<file path="src/rtl/fru_pkg.sv">
package fru_pkg;
    localparam int FRAC_W = 23;
    localparam int EXP_W  = 8;
    localparam int WORD_W = 1 + EXP_W + FRAC_W;

    typedef enum logic [1:0] {
        RM_NEAR_EVEN = 2'b00,
        RM_TO_ZERO   = 2'b01,
        RM_TO_POS    = 2'b10,
        RM_TO_NEG    = 2'b11
    } rmode_e;

    typedef struct packed {
        logic [FRAC_W-1:0] frac;
        logic              guard;
        logic              rnd;
        logic              sticky;
    } tail_t;
endpackage

</file>
<file path="src/rtl/fru_tail_extract.sv">
module fru_tail_extract
    import fru_pkg::*;
#(
    parameter int MAN_W = 55
) (
    input  logic [MAN_W-1:0] man,
    output tail_t            fields
);
    localparam int TAIL_W = MAN_W - FRAC_W;

    logic sticky_bit;

    generate
        if (TAIL_W > 2) begin : g_sticky
            assign sticky_bit = |man[TAIL_W-3:0];
        end else begin : g_no_sticky
            assign sticky_bit = 1'b0;
        end
    endgenerate

    always_comb begin
        fields.frac   = man[MAN_W-1 -: FRAC_W];
        fields.guard  = man[TAIL_W-1];
        fields.rnd    = man[TAIL_W-2];
        fields.sticky = sticky_bit;
    end
endmodule

</file>
<file path="src/rtl/fru_incr_decide.sv">
module fru_incr_decide
    import fru_pkg::*;
(
    input  rmode_e mode,
    input  logic   sign,
    input  logic   lsb,
    input  logic   guard,
    input  logic   rnd,
    input  logic   sticky,
    output logic   bump
);
    logic lost;

    always_comb begin
        lost = guard | rnd | sticky;
        unique case (mode)
            RM_NEAR_EVEN: bump = guard & (rnd | sticky | lsb);
            RM_TO_ZERO:   bump = 1'b0;
            RM_TO_POS:    bump = lost & ~sign;
            RM_TO_NEG:    bump = lost & sign;
            default:      bump = 1'b0;
        endcase
    end
endmodule

</file>
<file path="src/rtl/fru_pack.sv">
module fru_pack
    import fru_pkg::*;
(
    input  rmode_e            mode,
    input  logic              sign,
    input  logic [EXP_W-1:0]  exp_in,
    input  logic [FRAC_W-1:0] frac_in,
    input  logic              bump,
    output logic [WORD_W-1:0] word,
    output logic              ovf
);
    localparam logic [EXP_W-1:0] EXP_TOP = {EXP_W{1'b1}};

    logic [FRAC_W:0] frac_sum;
    logic [EXP_W:0]  exp_sum;
    logic            to_inf;

    always_comb begin
        frac_sum = {1'b0, frac_in} + {{FRAC_W{1'b0}}, bump};
        exp_sum  = {1'b0, exp_in} + {{EXP_W{1'b0}}, frac_sum[FRAC_W]};
        ovf      = (exp_sum >= {1'b0, EXP_TOP});
        unique case (mode)
            RM_NEAR_EVEN: to_inf = 1'b1;
            RM_TO_ZERO:   to_inf = 1'b0;
            RM_TO_POS:    to_inf = ~sign;
            RM_TO_NEG:    to_inf = sign;
            default:      to_inf = 1'b0;
        endcase
        if (!ovf)
            word = {sign, exp_sum[EXP_W-1:0], frac_sum[FRAC_W-1:0]};
        else if (to_inf)
            word = {sign, EXP_TOP, {FRAC_W{1'b0}}};
        else
            word = {sign, EXP_TOP - 1'b1, {FRAC_W{1'b1}}};
    end

    // a carry out of the fraction always leaves an all-zero fraction field
    always_comb begin
        if (frac_sum[FRAC_W] && !ovf)
            assert_carry_zero_R8: assert (word[FRAC_W-1:0] == '0);
    end
endmodule

</file>
<file path="src/rtl/fru_round_unit.sv">
module fru_round_unit
    import fru_pkg::*;
#(
    parameter int MAN_W = 55
) (
    input  logic             clk,
    input  logic             rst_n,
    input  logic             in_valid,
    input  logic             in_sign,
    input  logic [7:0]       in_exp,
    input  logic [MAN_W-1:0] in_man,
    input  logic [1:0]       in_mode,
    output logic             out_valid,
    output logic [31:0]      out_word,
    output logic             out_inexact,
    output logic             out_overflow
);
    localparam int TAIL_W = MAN_W - FRAC_W;

    rmode_e            mode;
    tail_t             fields;
    logic              bump;
    logic [WORD_W-1:0] word_nxt;
    logic              ovf_nxt;
    logic              inexact_nxt;

    assign mode = rmode_e'(in_mode);

    fru_tail_extract #(.MAN_W(MAN_W)) u_extract (
        .man    (in_man),
        .fields (fields)
    );

    fru_incr_decide u_decide (
        .mode   (mode),
        .sign   (in_sign),
        .lsb    (fields.frac[0]),
        .guard  (fields.guard),
        .rnd    (fields.rnd),
        .sticky (fields.sticky),
        .bump   (bump)
    );

    fru_pack u_pack (
        .mode    (mode),
        .sign    (in_sign),
        .exp_in  (in_exp),
        .frac_in (fields.frac),
        .bump    (bump),
        .word    (word_nxt),
        .ovf     (ovf_nxt)
    );

    assign inexact_nxt = fields.guard | fields.rnd | fields.sticky | ovf_nxt;

    always_ff @(posedge clk) begin
        if (!rst_n) begin
            out_valid <= 1'b0;
        end else begin
            out_valid <= in_valid;
        end
    end

    always_ff @(posedge clk) begin
        if (!rst_n) begin
            out_word     <= '0;
            out_inexact  <= 1'b0;
            out_overflow <= 1'b0;
        end else if (in_valid) begin
            out_word     <= word_nxt;
            out_inexact  <= inexact_nxt;
            out_overflow <= ovf_nxt;
        end
    end

    // one-cycle latency, valid tracks acceptance
    assert_valid_follow_R2: assert property (@(posedge clk) disable iff (!rst_n)
        in_valid |=> out_valid);
    assert_valid_idle_R2: assert property (@(posedge clk) disable iff (!rst_n)
        !in_valid |=> !out_valid);
    // outputs hold while nothing is accepted
    assert_hold_R11: assert property (@(posedge clk) disable iff (!rst_n)
        !in_valid |=> $stable(out_word) && $stable(out_overflow) && $stable(out_inexact));
    // the sign passes straight through
    assert_sign_R3: assert property (@(posedge clk) disable iff (!rst_n)
        in_valid |=> out_word[31] == $past(in_sign));
    // toward-zero truncates when no overflow can occur
    assert_trunc_R5: assert property (@(posedge clk) disable iff (!rst_n)
        (in_valid && in_mode == 2'b01 && in_exp != 8'hFF) |=>
        out_word == {$past(in_sign), $past(in_exp), $past(in_man[MAN_W-1 -: FRAC_W])});
    // a nonzero discarded tail is always reported
    assert_inexact_R10: assert property (@(posedge clk) disable iff (!rst_n)
        (in_valid && in_man[TAIL_W-1:0] != '0) |=> out_inexact);
    // an overflow word is either infinity or the largest finite magnitude
    assert_ovf_word_R9: assert property (@(posedge clk) disable iff (!rst_n)
        out_overflow |-> (out_word[30:0] == 31'h7F800000 || out_word[30:0] == 31'h7F7FFFFF));
endmodule

</file>
<file path="config.mk">
export PLATFORM = sky130hd
export DESIGN_NAME = fru_round_unit
export DESIGN_NICKNAME = d
export VERILOG_FILES = /design/src/rtl/fru_pkg.sv /design/src/rtl/fru_tail_extract.sv /design/src/rtl/fru_incr_decide.sv /design/src/rtl/fru_pack.sv /design/src/rtl/fru_round_unit.sv
export SDC_FILE = /design/constraint.sdc
export NUM_CORES = 1
export LEC_CHECK = 0
export ABC_AREA = 1
export ABC_CLOCK_PERIOD_IN_PS = 4770
export CORE_MARGIN = 2
export CORE_UTILIZATION = 45
export CTS_BUF_LIST = sky130_fd_sc_hd__clkbuf_8
export DETAILED_ROUTE_END_ITERATION = 10
export PLACE_DENSITY = 0.84
export SKIP_CTS_REPAIR_TIMING = 1
export SLEW_MARGIN = 20
export SYNTH_ARGS = -nofsm -noshare
export SYNTH_HDL_FRONTEND = slang
export SYNTH_SLANG_ARGS = --single-unit
</file>
<file path="constraint.sdc">
create_clock -name clk -period 4.77 [get_ports clk]
set_clock_uncertainty 0.05 [all_clocks]
set_input_delay 0.954 -clock clk [delete_from_list [all_inputs] [get_ports clk]]
set_output_delay 0.954 -clock clk [all_outputs]
set_load 0.03 [all_outputs]
</file>
==> results of run 1 <==
## state kept, by name, summed over array words and instances (netlist names)
signal	cells
out_word	32
out_inexact	1
out_overflow	1
out_valid	1
## metal layers
layer  GRT usage  wire length (um)  up-vias
li1            -                 -     1458
met5           0                 0        -
met3      0.0409               325       15
met4      0.0614               145        0
met2       0.413              3590       83
met1       0.283              3070     1208
## cell families after synthesis
kind of cell,share of synthesized area
XOR/XNOR,0.0696
buffers and inverters,0.136
flip-flops,0.278
adder cells (fa/ha/maj),0.0199
AO/OA/AOI/OAI,0.0418
AND/OR/NAND/NOR,0.454
## power groups by stage
stage	Clock [mW]	Combinational [mW]	Sequential, mW
after floorplan	0	0.0835	0.370
after global placement	0	0.242	0.330
after detailed placement	0	0.244	0.330
after CTS	0.215	0.246	0.323
after global routing	0.230	0.266	0.326
final	0.211	0.244	0.323
## layout make-up
type	instances	area (sq um)
Clock buffer	5	68.8
Fill cell	512	1840
Tap cell	72	90.1
Sequential cell	35	701
Multi-Input combinational cell	302	1470
Inverter	58	220
Timing Repair Buffer	103	1030
Clock inverter	3	16.3
## worst max-delay path, cell delays in order
cell and delay, ns:
sky130_fd_sc_hd__clkdlybuf4s50_1 0.46, sky130_fd_sc_hd__inv_1 0.07, sky130_fd_sc_hd__nand2_1 0.04, sky130_fd_sc_hd__o21ai_0 0.19, sky130_fd_sc_hd__nand2_1 0.08, sky130_fd_sc_hd__o21ai_0 0.08
sky130_fd_sc_hd__ha_1 0.23, sky130_fd_sc_hd__nand2_1 0.14, sky130_fd_sc_hd__inv_1 0.12, sky130_fd_sc_hd__nand3_1 0.08, sky130_fd_sc_hd__nor4_1 0.26, sky130_fd_sc_hd__ha_1 0.25
sky130_fd_sc_hd__ha_1 0.22, sky130_fd_sc_hd__nand2_2 0.09, sky130_fd_sc_hd__nor2_2 0.13, sky130_fd_sc_hd__nand3_1 0.11, sky130_fd_sc_hd__nand2_2 0.11, sky130_fd_sc_hd__nor2_2 0.05
sky130_fd_sc_hd__nand2_4 0.09, sky130_fd_sc_hd__nand2_8 0.07, sky130_fd_sc_hd__inv_4 0.19, sky130_fd_sc_hd__nand2_1 0.17, sky130_fd_sc_hd__o21ai_0 0.23, sky130_fd_sc_hd__inv_1 0.06
## per-stage QoR
stage | worst slack [ns] | hold slack [ns] | cell area [sq um]
6_report | 0.414 | 0.440 | 3600
5_1_grt | 0.0914 | 0.452 | 3600
4_1_cts | 0.422 | 0.438 | 3600
3_5_place_dp | 0.135 | 0.418 | 3510
3_3_place_gp | 0.284 | 0.425 | 3510
2_1_floorplan | 1.07 | 0.540 | 2520
## worst max-delay path by stage
| stage | start | slack [ns] | depth (start not counted) | to |
|---|---|---|---|---|
| floorplan | in_man[17] | 1.07 | 27 | out_word[8]$_SDFFE_PN0P_ |
| global placement | in_man[25] | 0.28 | 26 | out_word[24]$_SDFFE_PN0P_ |
| detailed placement | in_mode[0] | 0.13 | 24 | out_word[25]$_SDFFE_PN0P_ |
| CTS | in_mode[0] | 0.42 | 24 | out_word[25]$_SDFFE_PN0P_ |
| global route | in_mode[0] | 0.09 | 26 | out_word[25]$_SDFFE_PN0P_ |
| finish | in_mode[0] | 0.41 | 24 | out_word[25]$_SDFFE_PN0P_ |
## cell usage in the layout (no fill, tap or decap), types with 2 or more instances in the layout
cell	netlist	final
sky130_fd_sc_hd__clkdlybuf4s50_1	0	102
sky130_fd_sc_hd__nand2_1	95	95
sky130_fd_sc_hd__nor2_1	90	90
sky130_fd_sc_hd__inv_1	54	55
sky130_fd_sc_hd__dfxtp_1	35	35
sky130_fd_sc_hd__nand3_1	34	34
sky130_fd_sc_hd__o21ai_0	14	14
sky130_fd_sc_hd__xor2_1	11	11
sky130_fd_sc_hd__xnor2_1	9	9
sky130_fd_sc_hd__nor4_1	8	8
sky130_fd_sc_hd__nand4_1	7	7
sky130_fd_sc_hd__nand2_2	7	7
sky130_fd_sc_hd__nor3_1	5	5
sky130_fd_sc_hd__clkbuf_8	3	5
sky130_fd_sc_hd__a21oi_1	4	4
sky130_fd_sc_hd__ha_1	4	4
sky130_fd_sc_hd__nor2_2	3	3
sky130_fd_sc_hd__inv_2	3	3
sky130_fd_sc_hd__nand3_2	2	2
sky130_fd_sc_hd__nand2_4	2	2
==> summary.txt, run 1 <==
Setup path
  • Internal reg-to-reg setup slack: 3.99 ns
  • Reg2reg path depth: 4
  • Crit end category: flop
  • Startpoint class of the critical path: input pin
  • Launch instance of the worst register-to-register path: out_word[26]$_SDFFE_PN0P_
  • Class of the most critical setup path: input pin to flop
  • Critical path peak fanout: 21
  • Destination of the worst register-to-register timing path: out_word[26]$_SDFFE_PN0P_
  • Arr. time, crit path: 4.48 ns
  • Data required time at the worst endpoint: 4.90 ns

Synthesis
  • Number of synthesized flops with an enable pin: 0
  • Share of the synthesized area in the top cell type: 0.278
  • Most instantiated library cell after synthesis: sky130_fd_sc_hd__nand2_1
  • Synthesis-stage register bit count: 35
  • Post-synthesis sequential area ratio: 0.278
  • Synth Warn #: 0
  • Library cell with the largest summed area after synthesis: sky130_fd_sc_hd__dfxtp_1
  • Cell types with the highest counts after synthesis: 95 x sky130_fd_sc_hd__nand2_1, 90 x sky130_fd_sc_hd__nor2_1, 54 x sky130_fd_sc_hd__inv_1
  • Avg Cell Area, Syn: 6.17 sq um
  • Instance count of the mapped netlist: 408
  • Post-synthesis instance area: 2520 sq um
  • Number of distinct library cell variants in the gate-level netlist after synthesis: 31
  • Mapped Nets: 481
  • Prevailing post-synth register cell: sky130_fd_sc_hd__dfxtp_1
  • Dominant cells by area after synthesis: sky130_fd_sc_hd__dfxtp_1 28%, sky130_fd_sc_hd__nand2_1 14%, sky130_fd_sc_hd__nor2_1 13%
  • Fraction of registers with async set or reset after synthesis: 0

Min path
  • Hold path startpoint: out_word[23]$_SDFFE_PN0P_
  • Hold endpoint: out_word[23]$_SDFFE_PN0P_
  • Hold Crit Class: flop to flop
  • Cell depth of the worst hold path: 2

Place
  • Number of cells in the design after placement: 570
  • HPWL reported at the end of detailed placement: 5.64 mm
  • Gp weighted congestion: 0.884
  • Number of port buffers: 103

Drt
  • Starting DRC count in detailed routing: 166
  • Routed via count: 2,764
  • Residual DRC count: 0
  • Detailed-routing iteration count for the pre-antenna-repair pass: 4
  • Detailed-route wire length: 7.13 mm
  • Via-per-instance ratio: 4.78
  • Antenna-violating nets left: 0
  • DR WL/cell: 12.3 um

STA
  • Total Neg Setup Slack: 0 ns
  • Transition time of the tightest slew-check pin: 1.01 ns
  • Ratio of final minimum period to clock period: 0.913
  • Post-route minimum period: 4.36 ns
  • Final setup violation count: 0
  • Unrepaired setup endpoints after global routing: no
  • Headroom to the max-slew limit: 0.325
  • Final Hold Fails: 0
  • Max Transition Viols Final: 0
  • Achievable clock frequency: 0.230 GHz

Status
  • Run status: finished clean

Cells and area
  • N_diodes: 0
  • Final net count: 578
  • Layout area overhead: 42.8%
  • Final non-filler cell total: 578
  • Proportion of layout cells with a drive suffix above 1: 0.0593
  • Final core utilization: 0.661

Clock network
  • Clock latency on the worst-skew pair: 0.28 ns
  • TritonCTS clock tree: built
  • Number of buffers added by the clock tree synthesis step: 5
  • Master cell of the clock root buffer: sky130_fd_sc_hd__clkbuf_8
  • Maximum level of the CTS H-tree: 2
  • TritonCTS Sinks: 35
  • Clock input transition at the sequential cells of the worst setup and hold paths: 0.08 ns
  • Number of buffers on the longest clock path: 2

GRT
  • Leftover overflow at the end of global routing: 0
  • Pin count of the biggest net entering global routing: 60
  • Number of antenna violations at the first check in global routing: 0
  • Tot GR Track Use: 0.230
  • Global-route wire length before repair: 11.5 mm
  • Number of global-route vias before repair: 2,613

Power and ir drop
  • Cell leakage power: 1.76 nW
  • Internal: 0.529 mW
  • Net switching component of the power: 0.249 mW
  • Max VDD drop: 0.000134 V
  • Proportion of power drawn by the clock network: 0.271
  • Logic pwr share: 0.314
  • Total design power: 0.779 mW
  • Net switching fraction of the power: 0.320
  • Sequential Power Share: 0.415
  • Power Density: 217 nW/um^2

Floorplan
  • Initial Utilization: 0.463
  • Die footprint: 6210 sq um
  • Number of top-level pins: 104
  • Placement Rows: 27
  • Area of the core: 5440 sq um
  • DIE WIDTH: 78.8 um
  • Die boundary height: 78.8 um

Job
  • Max-cap violation count: 0
No activity file was read; power rests on OpenSTA's default activity.
==> run 2: changes to the inputs <==
--- a/config.mk
+++ b/config.mk
@@ -6,7 +6,6 @@
 export NUM_CORES = 1
 export LEC_CHECK = 0
 export ABC_AREA = 1
-export ABC_CLOCK_PERIOD_IN_PS = 4770
 export CORE_MARGIN = 2
 export CORE_UTILIZATION = 45
 export CTS_BUF_LIST = sky130_fd_sc_hd__clkbuf_8
==> results of run 2 <==
Same layout as run 1: the final DEF is identical, and so are final timing and power.
==> run 3: changes to the inputs <==
==> constraint.sdc (replaced) <==
create_clock -name clk -period 4.8 [get_ports clk]
set_clock_uncertainty 0.05 [all_clocks]
set_input_delay 0.96 -clock clk [delete_from_list [all_inputs] [get_ports clk]]
set_output_delay 0.96 -clock clk [all_outputs]
set_load 0.03 [all_outputs]
==> run 3 against run 2 <==
Largest power group unchanged. Combinational power barely moved. Hold slack lost 0.0039 ns. Worst setup slack gained 0.068 ns. Clock-buffer cell count unchanged. Via count grew 1.4%. Global-route usage increased by 0.18 points. Die area is the same.
==> summary.txt, run 3 (synthesized netlist as in run 1, its figures left out) <==
Drt
  • Routed via count: 2,804 (was 2,764)
  • Detailed-route wire length: 7.14 mm (was 7.13 mm)
  • Residual DRC count: 0 (unchanged)
  • Antenna-violating nets left: 0 (unchanged)
  • Total length of routed met3 wires: 449 um (was 325 um)
  • Met2 wire length: 3.60 mm (was 3.59 mm)
  • Starting DRC count in detailed routing: 107 (was 166)
  • Highest Signal Layer: met4 (unchanged)
  • DR WL/cell: 12.4 um (was 12.3 um)
  • Via-per-instance ratio: 4.85 (was 4.78)
  • Met1 routed wirelength after detailed routing: 3.01 mm (was 3.07 mm)
  • Detailed-routing iteration count for the pre-antenna-repair pass: 4 (unchanged)

Status
  • Run status: finished clean (unchanged)

Job
  • Max-cap violation count: 0 (unchanged)

Setup path
  • Top Family by Delay on Critical Path: simple AND/OR/NAND/NOR gates (unchanged)
  • Crit end category: flop (unchanged)
  • Reg2reg path depth: 4 (unchanged)
  • CP Capture Point: out_word[26]$_SDFFE_PN0P_ (was out_word[25]$_SDFFE_PN0P_)
  • Class of the most critical setup path: input pin to flop (unchanged)
  • Cell seen most often among critical-path stages: sky130_fd_sc_hd__nand2_1 (unchanged)
  • Critical path peak fanout: 21 (unchanged)
  • Delay of the slowest cell on the worst path: 0.46 ns (about the same)
  • Arr. time, crit path: 4.45 ns (was 4.48 ns)
  • Number of cells on the critical path: 24 (unchanged)
  • Internal reg-to-reg setup slack: 4.02 ns (was 3.99 ns)
  • Buffers plus inverters on the worst setup path: 5 (unchanged)
  • Crit-path cells: clkdlybuf4s50_1 -> inv_1 -> nand2_1 -> o21ai_0 -> nand2_1 -> o21ai_0 -> ha_1 -> nand2_1 -> inv_1 -> nand3_1 -> nor4_1 -> ha_1 -> ha_1 -> nand2_2 -> nor2_2 -> nand3_1 -> nand2_2 -> nor2_2 -> nand2_4 -> nand2_8 -> inv_4 -> nand2_1 -> o21ai_0 -> inv_1 (unchanged)
  • Data required time at the worst endpoint: 4.93 ns (was 4.90 ns)
  • Startpoint class of the critical path: input pin (unchanged)
  • Slowest cell on crit path: sky130_fd_sc_hd__clkdlybuf4s50_1 (unchanged)
  • Destination of the worst register-to-register timing path: out_word[27]$_SDFFE_PN0P_ (was out_word[26]$_SDFFE_PN0P_)
  • Launching element of the worst setup path: in_mode[0] (unchanged)
  • Launch instance of the worst register-to-register path: out_word[27]$_SDFFE_PN0P_ (was out_word[26]$_SDFFE_PN0P_)

Place
  • Gp weighted congestion: 0.883 (was 0.884)
  • Number of port buffers: 103 (unchanged)
  • HPWL reported at the end of detailed placement: 5.60 mm (was 5.64 mm)
  • Number of cells in the design after placement: 570 (unchanged)
  • Total cell area at the placement stage: 3510 sq um (unchanged)

Cells and area
  • Leading cell type in the layout, fill and taps excluded: sky130_fd_sc_hd__clkdlybuf4s50_1 (unchanged)
  • Combined area of the multi-input logic cells: 1470 sq um (unchanged)
  • Cell area after layout: 3600 sq um (unchanged)
  • N_diodes: 0 (unchanged)
  • Proportion of layout cells with a drive suffix above 1: 0.0593 (unchanged)
  • Max reg flops: 32 (unchanged)
  • Footprint of the flip-flops and latches: 701 sq um (unchanged)
  • Fillcell total: 518 (was 512)
  • Final net count: 578 (unchanged)
  • Most flop-heavy register: out_word (unchanged)
  • Commonest cells after routing, fill and taps aside: 102 x sky130_fd_sc_hd__clkdlybuf4s50_1, 95 x sky130_fd_sc_hd__nand2_1, 90 x sky130_fd_sc_hd__nor2_1 (unchanged)
  • Layout area overhead: 42.8% (unchanged)
  • Final non-filler cell total: 578 (unchanged)

STA
  • Headroom to the max-slew limit: 0.340 (was 0.325)
  • Unrepaired setup endpoints after global routing: no (unchanged)
  • Total Neg Setup Slack: 0 ns (unchanged)
  • Transition time of the tightest slew-check pin: 0.990 ns (was 1.01 ns)
  • Ratio of final minimum period to clock period: 0.899
  • Post-route minimum period: 4.32 ns
  • Final setup violation count: 0 (unchanged)
  • Max Transition Viols Final: 0 (unchanged)
  • Final Hold Fails: 0 (unchanged)
  • Achievable clock frequency: 0.232 GHz

Clock network
  • Clock latency on the worst-skew pair: 0.28 ns (about the same)
  • Clock input transition at the sequential cells of the worst setup and hold paths: 0.07 ns (was 0.08 ns)
  • Master cell of the clock root buffer: sky130_fd_sc_hd__clkbuf_8 (unchanged)
  • TritonCTS Sinks: 35 (unchanged)
  • Number of buffers added by the clock tree synthesis step: 5 (unchanged)
  • TritonCTS clock tree: built (unchanged)
  • Number of buffers on the longest clock path: 2 (unchanged)
  • Maximum level of the CTS H-tree: 2 (unchanged)

GRT
  • Pin count of the biggest net entering global routing: 60 (unchanged)
  • Leftover overflow at the end of global routing: 0 (unchanged)
  • Number of global-route vias before repair: 2,630 (was 2,613)
  • Global-route wire length before repair: 11.7 mm (was 11.5 mm)
  • Tot GR Track Use: 0.232 (was 0.230)
  • Number of antenna violations at the first check in global routing: 0 (unchanged)

Floorplan
  • DIE WIDTH: 78.8 um (unchanged)
  • Placement Rows: 27 (unchanged)
  • Number of top-level pins: 104 (unchanged)
  • Area of the core: 5440 sq um (unchanged)
  • Initial Utilization: 0.463 (unchanged)
  • Die boundary height: 78.8 um (unchanged)
  • Die footprint: 6210 sq um (unchanged)

Power and ir drop
  • Cell leakage power: 1.76 nW (unchanged)
  • Max VDD drop: 0.000140 V (was 0.000134 V)
  • Power Density: 215 nW/um^2 (was 217 nW/um^2)

Min path
  • Hold Crit Class: flop to flop (unchanged)
run 3: cell counts in the layout (fill, tap and decap cells not counted):
Identical to the previous run, type by type.
run 3: layer usage:
layer	track usage	vias up
li1	-	1455
met1	0.285	1232
met2	0.415	107
met3	0.0466	10
met4	0.0561	0
met5	0	-
run 3: power by group:
group	switching [mW]	leakage, nW	internal, mW
registers	0.0105	0.291	0.311
logic	0.127	1.43	0.116
clock network	0.109	0.0453	0.0993
run 3: final cells by class:
type / instances / area share
clock buffer: 5 / 0.0191
clock inverter: 3 / 0.00452
inverter: 58 / 0.0612
multi-input combinational: 302 / 0.410
sequential: 35 / 0.195
tap: 72 / 0.0251
timing repair buffer: 103 / 0.285
run 3: worst register-to-register path, cell delays in order (launching register included):
cell and delay (ns):
sky130_fd_sc_hd__dfxtp_1 0.32, sky130_fd_sc_hd__nor2_1 0.10, sky130_fd_sc_hd__nor2_1 0.06, sky130_fd_sc_hd__o21ai_0 0.10, sky130_fd_sc_hd__inv_1 0.06
run 3: stage by stage:
step	hold slack, ns	worst slack [ns]	power (mW)	util
detailed placement	0.422	0.202	0.570	0.646
CTS	0.438	0.489	0.779	0.661
finish	0.436	0.483	0.772	0.661
floorplan	0.540	1.10	0.450	-
global placement	0.425	0.307	0.568	0.646
global route	0.446	0.0181	0.813	0.661
run 3: worst min path at each step:
stage	start	end	slack [ns]	depth (start not counted)
final	out_word[23]$_SDFFE_PN0P_	out_word[23]$_SDFFE_PN0P_	0.44	2
after floorplan	out_word[23]$_SDFFE_PN0P_	out_word[23]$_SDFFE_PN0P_	0.54	2
after global routing	out_word[23]$_SDFFE_PN0P_	out_word[23]$_SDFFE_PN0P_	0.45	2
after global placement	out_word[23]$_SDFFE_PN0P_	out_word[23]$_SDFFE_PN0P_	0.43	2
after detailed placement	out_word[23]$_SDFFE_PN0P_	out_word[23]$_SDFFE_PN0P_	0.42	2
after CTS	out_word[23]$_SDFFE_PN0P_	out_word[23]$_SDFFE_PN0P_	0.44	2
